$ cat src/rtl/sar_port_pkg.sv
package sar_port_pkg;

    typedef enum logic [1:0] {
        ST_IDLE = 2'd0,
        ST_CONV = 2'd1,
        ST_DATA = 2'd2
    } port_state_e;

    typedef enum logic {
        MODE_CHAIN  = 1'b0,
        MODE_SELECT = 1'b1
    } port_mode_e;

endpackage

$ cat src/rtl/sar_edge_detect.sv
module sar_edge_detect #(
    parameter int unsigned  W       = 2,
    parameter logic [W-1:0] RISING  = '1
) (
    input  logic         clk,
    input  logic         rst_n,
    input  logic [W-1:0] lvl_i,
    output logic [W-1:0] edge_o
);
    logic [W-1:0] prev_d, prev_q;

    always_comb begin
        prev_d = lvl_i;
    end

    always_ff @(posedge clk or negedge rst_n) begin
        if (!rst_n) prev_q <= '0;
        else        prev_q <= prev_d;
    end

    for (genvar i = 0; i < W; i++) begin : g_bit
        if (RISING[i]) begin : g_rise
            assign edge_o[i] = lvl_i[i] & ~prev_q[i];
        end else begin : g_fall
            assign edge_o[i] = ~lvl_i[i] & prev_q[i];
        end
    end
endmodule

$ cat src/rtl/sar_conv_timer.sv
module sar_conv_timer #(
    parameter int unsigned CYCLES = 40
) (
    input  logic clk,
    input  logic rst_n,
    input  logic start_i,
    output logic done_o
);
    localparam int unsigned CW   = (CYCLES > 1) ? $clog2(CYCLES) : 1;
    localparam logic [CW-1:0] LAST = CW'(CYCLES - 1);

    typedef struct packed {
        logic          run;
        logic [CW-1:0] cnt;
    } tmr_t;

    tmr_t t_d, t_q;

    always_comb begin
        t_d = t_q;
        if (start_i) begin
            t_d.run = 1'b1;
            t_d.cnt = '0;
        end else if (t_q.run) begin
            if (t_q.cnt == LAST) t_d.run = 1'b0;
            else                 t_d.cnt = t_q.cnt + 1'b1;
        end
    end

    always_ff @(posedge clk or negedge rst_n) begin
        if (!rst_n) t_q <= '0;
        else        t_q <= t_d;
    end

    assign done_o = t_q.run && (t_q.cnt == LAST);

    // the counter never passes the programmed length
    a_r4_count_in_range: assert property (@(posedge clk) disable iff (!rst_n)
        t_q.run |-> (t_q.cnt <= LAST));

    // a finished conversion stops unless restarted
    a_r4_done_stops: assert property (@(posedge clk) disable iff (!rst_n)
        (done_o && !start_i) |=> !t_q.run);
endmodule

$ cat src/rtl/sar_out_shift.sv
module sar_out_shift #(
    parameter int unsigned DW = 18
) (
    input  logic        clk,
    input  logic        rst_n,
    input  logic        load_i,
    input  logic [DW:0] load_val_i,
    input  logic        shift_i,
    input  logic        ser_i,
    output logic [DW:0] q_o
);
    logic [DW:0] sh_d, sh_q;

    always_comb begin
        sh_d = sh_q;
        if (load_i)       sh_d = load_val_i;
        else if (shift_i) sh_d = {sh_q[DW-1:0], ser_i};
    end

    always_ff @(posedge clk or negedge rst_n) begin
        if (!rst_n) sh_q <= '0;
        else        sh_q <= sh_d;
    end

    assign q_o = sh_q;

    // a shift moves every bit up one place and takes the serial input at the bottom
    a_r7_shift_entry: assert property (@(posedge clk) disable iff (!rst_n)
        (shift_i && !load_i) |=> (q_o[0] == $past(ser_i)) && (q_o[DW:1] == $past(q_o[DW-1:0])));
endmodule

$ cat src/rtl/sar_serial_port.sv
module sar_serial_port #(
    parameter int unsigned DW          = 18,
    parameter int unsigned CONV_CYCLES = 40
) (
    input  logic          clk,
    input  logic          rst_n,
    input  logic          cnv_i,
    input  logic          sck_i,
    input  logic          sdi_i,
    input  logic          busy_en_i,
    input  logic [DW-1:0] sample_i,
    output logic          sdo_o,
    output logic          sdo_en_o
);
    import sar_port_pkg::*;

    typedef struct packed {
        port_state_e   st;
        port_mode_e    mode;
        logic          busy;
        logic          hold;
        logic [DW-1:0] smp;
    } ctl_t;

    ctl_t c_d, c_q;

    logic [1:0]  edges;
    logic        cnv_rise, sck_fall;
    logic        conv_start, conv_done;
    logic        sh_load, sh_shift, sh_ser;
    logic [DW:0] sh_val, sh_q;

    // bit 1: convert line, rising; bit 0: serial clock, falling
    sar_edge_detect #(.W(2), .RISING(2'b10)) u_edges (
        .clk    (clk),
        .rst_n  (rst_n),
        .lvl_i  ({cnv_i, sck_i}),
        .edge_o (edges)
    );
    assign cnv_rise = edges[1];
    assign sck_fall = edges[0];

    sar_conv_timer #(.CYCLES(CONV_CYCLES)) u_timer (
        .clk     (clk),
        .rst_n   (rst_n),
        .start_i (conv_start),
        .done_o  (conv_done)
    );

    sar_out_shift #(.DW(DW)) u_shift (
        .clk        (clk),
        .rst_n      (rst_n),
        .load_i     (sh_load),
        .load_val_i (sh_val),
        .shift_i    (sh_shift),
        .ser_i      (sh_ser),
        .q_o        (sh_q)
    );

    always_comb begin
        c_d        = c_q;
        conv_start = 1'b0;
        sh_load    = 1'b0;
        sh_shift   = 1'b0;
        case (c_q.st)
            ST_CONV: begin
                if (conv_done) begin
                    c_d.st   = ST_DATA;
                    sh_load  = 1'b1;
                    c_d.hold = c_q.busy && (c_q.mode == MODE_CHAIN);
                end
            end
            default: begin
                if (cnv_rise) begin
                    c_d.st     = ST_CONV;
                    c_d.mode   = sdi_i ? MODE_SELECT : MODE_CHAIN;
                    c_d.busy   = busy_en_i;
                    c_d.hold   = 1'b0;
                    c_d.smp    = sample_i;
                    conv_start = 1'b1;
                end else if (c_q.st == ST_DATA) begin
                    if (c_q.hold) begin
                        if (sdi_i) c_d.hold = 1'b0;
                    end else if (sck_fall) begin
                        sh_shift = 1'b1;
                    end
                end
            end
        endcase
    end

    always_ff @(posedge clk or negedge rst_n) begin
        if (!rst_n) c_q <= '{st: ST_IDLE, mode: MODE_CHAIN, busy: 1'b0, hold: 1'b0, smp: '0};
        else        c_q <= c_d;
    end

    assign sh_val = {c_q.busy, c_q.smp};
    assign sh_ser = (c_q.mode == MODE_CHAIN) ? sdi_i : 1'b0;

    always_comb begin
        if (c_q.mode == MODE_SELECT) sdo_en_o = (c_q.st == ST_DATA) && !cnv_i;
        else                         sdo_en_o = (c_q.st != ST_IDLE);
        if ((c_q.st == ST_DATA) && !c_q.hold) sdo_o = c_q.busy ? sh_q[DW] : sh_q[DW-1];
        else                                  sdo_o = 1'b0;
    end

    // no drive in select mode while converting
    a_r3_hiz_in_conv: assert property (@(posedge clk) disable iff (!rst_n)
        ((c_q.st == ST_CONV) && (c_q.mode == MODE_SELECT)) |-> !sdo_en_o);

    // mode follows the serial input level seen at the accepted convert edge
    a_r2_mode_pick: assert property (@(posedge clk) disable iff (!rst_n)
        ((c_q.st != ST_CONV) && cnv_rise) |=> ((c_q.mode == MODE_SELECT) == $past(sdi_i)));

    // register contents frozen while a conversion runs
    a_r6_frozen_in_conv: assert property (@(posedge clk) disable iff (!rst_n)
        ((c_q.st == ST_CONV) && !conv_done) |=> ($stable(sh_q) && (c_q.st == ST_CONV)));

    // latched value held through the conversion
    a_r1_sample_held: assert property (@(posedge clk) disable iff (!rst_n)
        (c_q.st == ST_CONV) |=> $stable(c_q.smp));

    // chain mode drives from the convert edge onward
    a_r7_chain_drives: assert property (@(posedge clk) disable iff (!rst_n)
        ((c_q.mode == MODE_CHAIN) && (c_q.st != ST_IDLE)) |-> sdo_en_o);

    // line kept low while waiting for the upstream device
    a_r9_hold_low: assert property (@(posedge clk) disable iff (!rst_n)
        ((c_q.st == ST_DATA) && c_q.hold) |-> !sdo_o);

    // idle means no drive
    a_r10_idle_off: assert property (@(posedge clk) disable iff (!rst_n)
        (c_q.st == ST_IDLE) |-> (!sdo_en_o && !sdo_o));
endmodule

$ cat config.mk
export PLATFORM = sky130hd
export DESIGN_NAME = sar_serial_port
export DESIGN_NICKNAME = d
export VERILOG_FILES = /design/src/rtl/sar_port_pkg.sv /design/src/rtl/sar_edge_detect.sv /design/src/rtl/sar_conv_timer.sv /design/src/rtl/sar_out_shift.sv /design/src/rtl/sar_serial_port.sv
export SDC_FILE = /design/constraint.sdc
export NUM_CORES = 1
export LEC_CHECK = 0
export ABC_AREA = 1
export BUFFER_PORTS_ARGS = -buffer_cell sky130_fd_sc_hd__buf_2
export CORE_ASPECT_RATIO = 1.2
export CORE_MARGIN = 1
export CORE_UTILIZATION = 30
export DETAILED_ROUTE_END_ITERATION = 16
export HOLD_SLACK_MARGIN = 0.06
export PLACE_DENSITY = 0.48
export REMOVE_ABC_BUFFERS = 1
export SLEW_MARGIN = 20
export SYNTH_ARGS = -nofsm -noshare
export SYNTH_HDL_FRONTEND = slang
export SYNTH_SLANG_ARGS = --single-unit
$ cat constraint.sdc
create_clock -name clk -period 2.5 [get_ports clk]
set_clock_uncertainty 0.1 [all_clocks]
set_input_delay 0.125 -clock clk [delete_from_list [all_inputs] [get_ports clk]]
set_output_delay 0.125 -clock clk [all_outputs]
set_load 0.02 [all_outputs]
Yosys cells after proc, flatten, opt, wreduce, memory -nomap -nowiden

Index checks and enable logic that the tools add are counted.

Bits in registers: 51
Output and inout bits: 2
Word-level logic and storage cells: 65

$add $sub $neg: 1
Eq/ne operators: 5
Mux-type cells: 29
Bitwise operators: 6
Reduce and logical (&&, ||, !) cells: 15

Operators by type and width:

| cell                                                             | count |
|---|---|
| 19-bit two-way mux                                               | 2 |
| 1-bit two-way mux                                                | 21 |
| 7-bit two-way mux                                                | 2 |
| 2-bit AND reduction                                              | 4 |
| 2-bit nonzero test                                               | 4 |
| 6-bit by 1-bit adder with 6-bit output (second input constant)   | 1 |
| 6-bit == test (second input constant)                            | 1 |
| 6-bit two-way mux                                                | 1 |
| 1-bit logical AND                                                | 4 |
| 2-bit two-way mux                                                | 2 |
| 4-bit two-way mux                                                | 1 |
| 2-bit != test (second input constant)                            | 2 |
| 1-bit inverter                                                   | 4 |
| 3-bit nonzero test                                               | 1 |
| 1-bit bitwise AND                                                | 2 |
| 2-bit by 1-bit == test with 1-bit output (second input constant) | 1 |
| 2-bit == test (second input constant)                            | 1 |
| 1-bit logical NOT                                                | 2 |

Depth between registers and ports, before layout

Depth after elaboration: 9
Depth in mapped cells: 8
Depth with buffers taken out: 8

Modules after synthesis

From an unflattened synthesis, not the netlist that was laid out.

Cell total of the unflattened synthesis: 278
Area total of the unflattened synthesis: 2,368.5 sq um

By module, submodules not included:

| module          | times used | cells an instance | area an instance (sq um) |
|---|---|---|---|
| sar_serial_port | 1          | 119               | 994.7 |
| sar_out_shift   | 1          | 103               | 904.6 |
| sar_conv_timer  | 1          | 50                | 399.1 |
| sar_edge_detect | 1          | 6                 | 70.1 |

Least setup slack after synthesis

OpenSTA, ideal clock, no wires.

Kind: flip-flop to flip-flop
From: reg u_timer.t_q[0] (netlist name)
To: reg u_shift.sh_q[10], in the netlist u_shift.q_o[10]
Setup time: 0.117 ns
Arrival: 1.198 ns
Data required time: 2.283 ns
Path slack: 1.084 ns
Stages on the path, launching flop included: 9
Path buffers: 1
Period minus slack after synthesis: 1.416 ns
Cells stage by stage: dfrtp_1 -> ha_1 -> nand3_2 -> nor2_4 -> nand2_2 -> buf_2 -> nand2_1 -> nand3_1 -> nand2_1

Word-level cells in the longest chain between the ends: 5
Elaborated cells between the ends (all ways): 6

RTL lines:

| what                                                     | RTL line              | RTL |
|---|---|---|
| from (decl)                                              | sar_conv_timer.sv:17  | `tmr_t t_d, t_q;` |
| from (signal assigned)                                   | sar_conv_timer.sv:32  | `else t_q <= t_d;` |
| 6-bit == test (*)                                        | sar_conv_timer.sv:35  | `assign done_o = t_q.run && (t_q.cnt == LAST);` |
| 1-bit logical AND (*)                                    | sar_conv_timer.sv:35  |  |
| 1-bit two-way mux (*)                                    | sar_serial_port.sv:67 | `if (conv_done) begin` |
| 1-bit two-way mux (*)                                    | sar_serial_port.sv:65 | `case (c_q.st)` |
| 19-bit two-way mux or 2-bit nonzero test (tied branches) | --                    |  |
| to (signal assigned)                                     | sar_out_shift.sv:21   | `if (!rst_n) sh_q <= '0;` |
| to (signal assigned)                                     | sar_out_shift.sv:22   | `else sh_q <= sh_d;` |
| to (decl)                                                | sar_out_shift.sv:12   | `logic [DW:0] sh_d, sh_q;` |

Every way passes the cells marked *; elsewhere a longest branch is shown, timed or not.
A chain may end at the register's enable or synchronous reset.

Final worst setup path

Ends and elaborated chain as after synthesis.

==> impl_metrics.csv <==
group,metric,value,unit
drt,wl_per_cell,11.58,µm
grt,track_usage,13.81,%
clock_tree,cts.clk_slew.worst_paths,0.10,ns
setup_path,crit_top_cell,"nand2_1",
final_layout,fillers,881,
clock_tree,post_cts_resized,0,
floorplanning,fp-row-count,36,
power,p_leak,1.592,nW
place,place.port_buffers,25,
power,peakVddDrop,0.3750,mV
floorplanning,start_util,30.82,%
sta,period_share,70.67,%
clock_tree,cts_post_setup_buffers_inserted,0,
logic_synthesis,synth_seq_cells,51,
sta,setup_tns,0,ns
setup_path,endpoint_kind,"register",
drt,drt_wl_total,5.327,mm
sta,finalMaxSlewViolations,0,
floorplanning,die_h,102.0,µm
final_layout,nets,389,
setup_path,critPathBufInv,1,
grt,grt_pass1_vias,2131,
clock_tree,cts_tree,"done",
grt,grt_max_degree,30,
clock_tree,ctsHtreeMaxLevel,2,
setup_path,slowest_delay,0.42,ns
clock_tree,cts_made_buffers,5,
setup_path,critical_path_required,2.60,ns
drt,drtIter0Drc,80,
final_layout,instances_no_fill,460,
clock_tree,clk_path_buf_depth,2,
logic_synthesis,synth_area_per_cell,7.907,µm²
sta,period_needed,1.767,ns
final_layout,syn_to_final_growth,22.88,%
drt,vias,2099,
setup_path,cp_max_fo,21,
sta,slew-limit-headroom,57.03,%
clock_tree,clockRootBuffer,"clkbuf_8",
clock_tree,clk_latency,0.31,ns
setup_path,crit_chain,"ha_1, nand3_2, nor2_4, nand2_2, buf_4, nand2_1, nand3_1, nand2_1",
logic_synthesis,yosysSeqAreaShare,51.08,%
floorplanning,dieArea,8699,µm²
place,placed_cells,429,
logic_synthesis,syn_area,2499,µm²
grt,grt_antenna_before_repair,0,
drt,antenna_left,0,
floorplanning,io_pins,26,
sta,max_freq,566.0,MHz
setup_path,crit_arrival,1.86,ns
job,maxCapViolations,0,
setup_path,critPathKind,"register to register",
clock_tree,clock_sinks,51,
logic_synthesis,synth_cells,316,
setup_path,cp_slowest_cell,"dfrtp_1",
power,power_density,882.8,nW/µm²
sta,timing.final.hold_violations,0,
grt,overflow,0,
outcome,status,"finished, final reports clean",
setup_path,cp_top_family,"simple AND/OR/NAND/NOR gates",
drt,dr.pass1.iters,4,
drt,via_per_inst,4.563,
grt,grt_first_pass_wirelength,9.563,mm
hold_path,hp-class,"primary input to asynchronous set/reset pin",
sta,setup_viol,0,
place,dp_hpwl,3.595,mm
final_layout,final_cell_mix,"nand2_1, nand3_1, dfrtp_1",
floorplanning,die_w,85.31,µm
sta,tightest_slew,0.6445,ns
floorplanning,coreArea,8108,µm²
setup_path,crit_path_start_kind,"register",
place,place.gp.congestion,0.7359,
final_layout,layout_commonest_cell,"nand2_1",
logic_synthesis,synth.distinct_cells,22,
clock_tree,hold_buffers,23,
final_layout,drive_above_1_share,14.25,%
drt,drc,0,
sta,rsz0062_at_grt,"false",
logic_synthesis,ys_warn_count,0,
final_layout,antennaDiodeCount,0,
-- where the power goes --
group	internal (mW)	leakage (nW)	total (mW)	switching, mW
Clock	0.399	0.0644	0.691	0.291
Combinational	0.288	0.876	0.838	0.549
Sequential	1.06	0.652	1.18	0.117
Total	1.75	1.59	2.71	0.958
-- final timing paths --
kind	from	end	slack, ns	depth (start not counted)
min in group clk	sck_i	u_edges.prev_q[0]	0.37	2
worst max-delay path	u_timer.t_q[0]	u_shift.q_o[10]	0.73	8
worst max register to register	u_timer.t_q[0]	u_shift.q_o[10]	0.73	8
worst min-delay path	rst_n	u_timer.t_q[4]	0.27	2
max in group asynchronous	rst_n	u_shift.q_o[14]	1.39	3
worst min register to register	u_shift.q_o[12]	u_shift.q_o[12]	0.42	2
-- kinds of logic after synthesis --
| kind of cell | share of synthesized area (%) |
|---|---|
| adders and majority gates | 0.5007 |
| DFF | 51.08 |
| AOI/OAI and AO/OA | 6.810 |
| and+or+nand+nor | 29.69 |
| buffers and inverters | 11.92 |
-- per-layer routing --
metal	vias up	global-route usage [%]	part of all wire [%]
met1	984	16.48	46
li1	1084	-	-
met4	0	3.846	1.3
met5	-	0	0
met2	24	25.56	50
met3	7	2.504	2.3
-- registers in the layout, indices dropped and copies added (netlist names) --
register / flops
c_q: 23
u_edges.prev_q: 2
u_shift.q_o: 19
u_timer.t_q: 7
-- cell type report --
class | instances | area [µm²] | area share [%]
multi-input combinational | 197 | 924.6 | 30.11
timing repair buffer | 56 | 415.4 | 13.53
sequential | 51 | 1276 | 41.56
clock buffer | 5 | 68.82 | 2.241
clock inverter | 3 | 67.56 | 2.200
inverter | 53 | 198.9 | 6.479
tap | 95 | 118.9 | 3.871
-- through the flow --
stage	instance area (µm²)	util [%]	hold slack [ns]	total power, mW	worst slack (ns)
2_1_floorplan	2400	-	-0.2706	1.756	0.4806
3_3_place_gp	2704	33.35	0.09779	2.016	0.7747
3_5_place_dp	2704	33.35	0.08444	2.030	0.7289
4_1_cts	3070	37.87	0.2949	2.760	0.7206
5_1_grt	3070	37.87	0.3400	2.948	0.5737
6_report	3070	37.87	0.2742	2.710	0.7332
-- cells in the mapped netlist --
| cell type | n | area (µm²) |
|---|---|---|
| nand3_2 | 2 | 20.02 |
| o21bai_1 | 1 | 7.510 |
| nand4_1 | 3 | 18.77 |
| inv_1 | 50 | 187.7 |
| o21ai_0 | 24 | 120.1 |
| a21oi_1 | 6 | 30.03 |
| o21ai_1 | 1 | 5.000 |
| ha_1 | 1 | 12.51 |
| nor2_1 | 12 | 45.04 |
| o21a_1 | 1 | 7.510 |
| nand2_4 | 1 | 11.26 |
| nor2_4 | 2 | 22.52 |
| buf_2 | 10 | 50.05 |
| nor3_1 | 1 | 5.000 |
| nand2_2 | 2 | 12.51 |
| inv_2 | 3 | 11.26 |
| buf_4 | 2 | 15.01 |
| nor2_2 | 1 | 6.260 |
| buf_6 | 3 | 33.78 |
| nand2_1 | 76 | 285.3 |
| dfrtp_1 | 51 | 1276 |
| nand3_1 | 63 | 315.3 |
No activity file was read; power rests on OpenSTA's default activity.
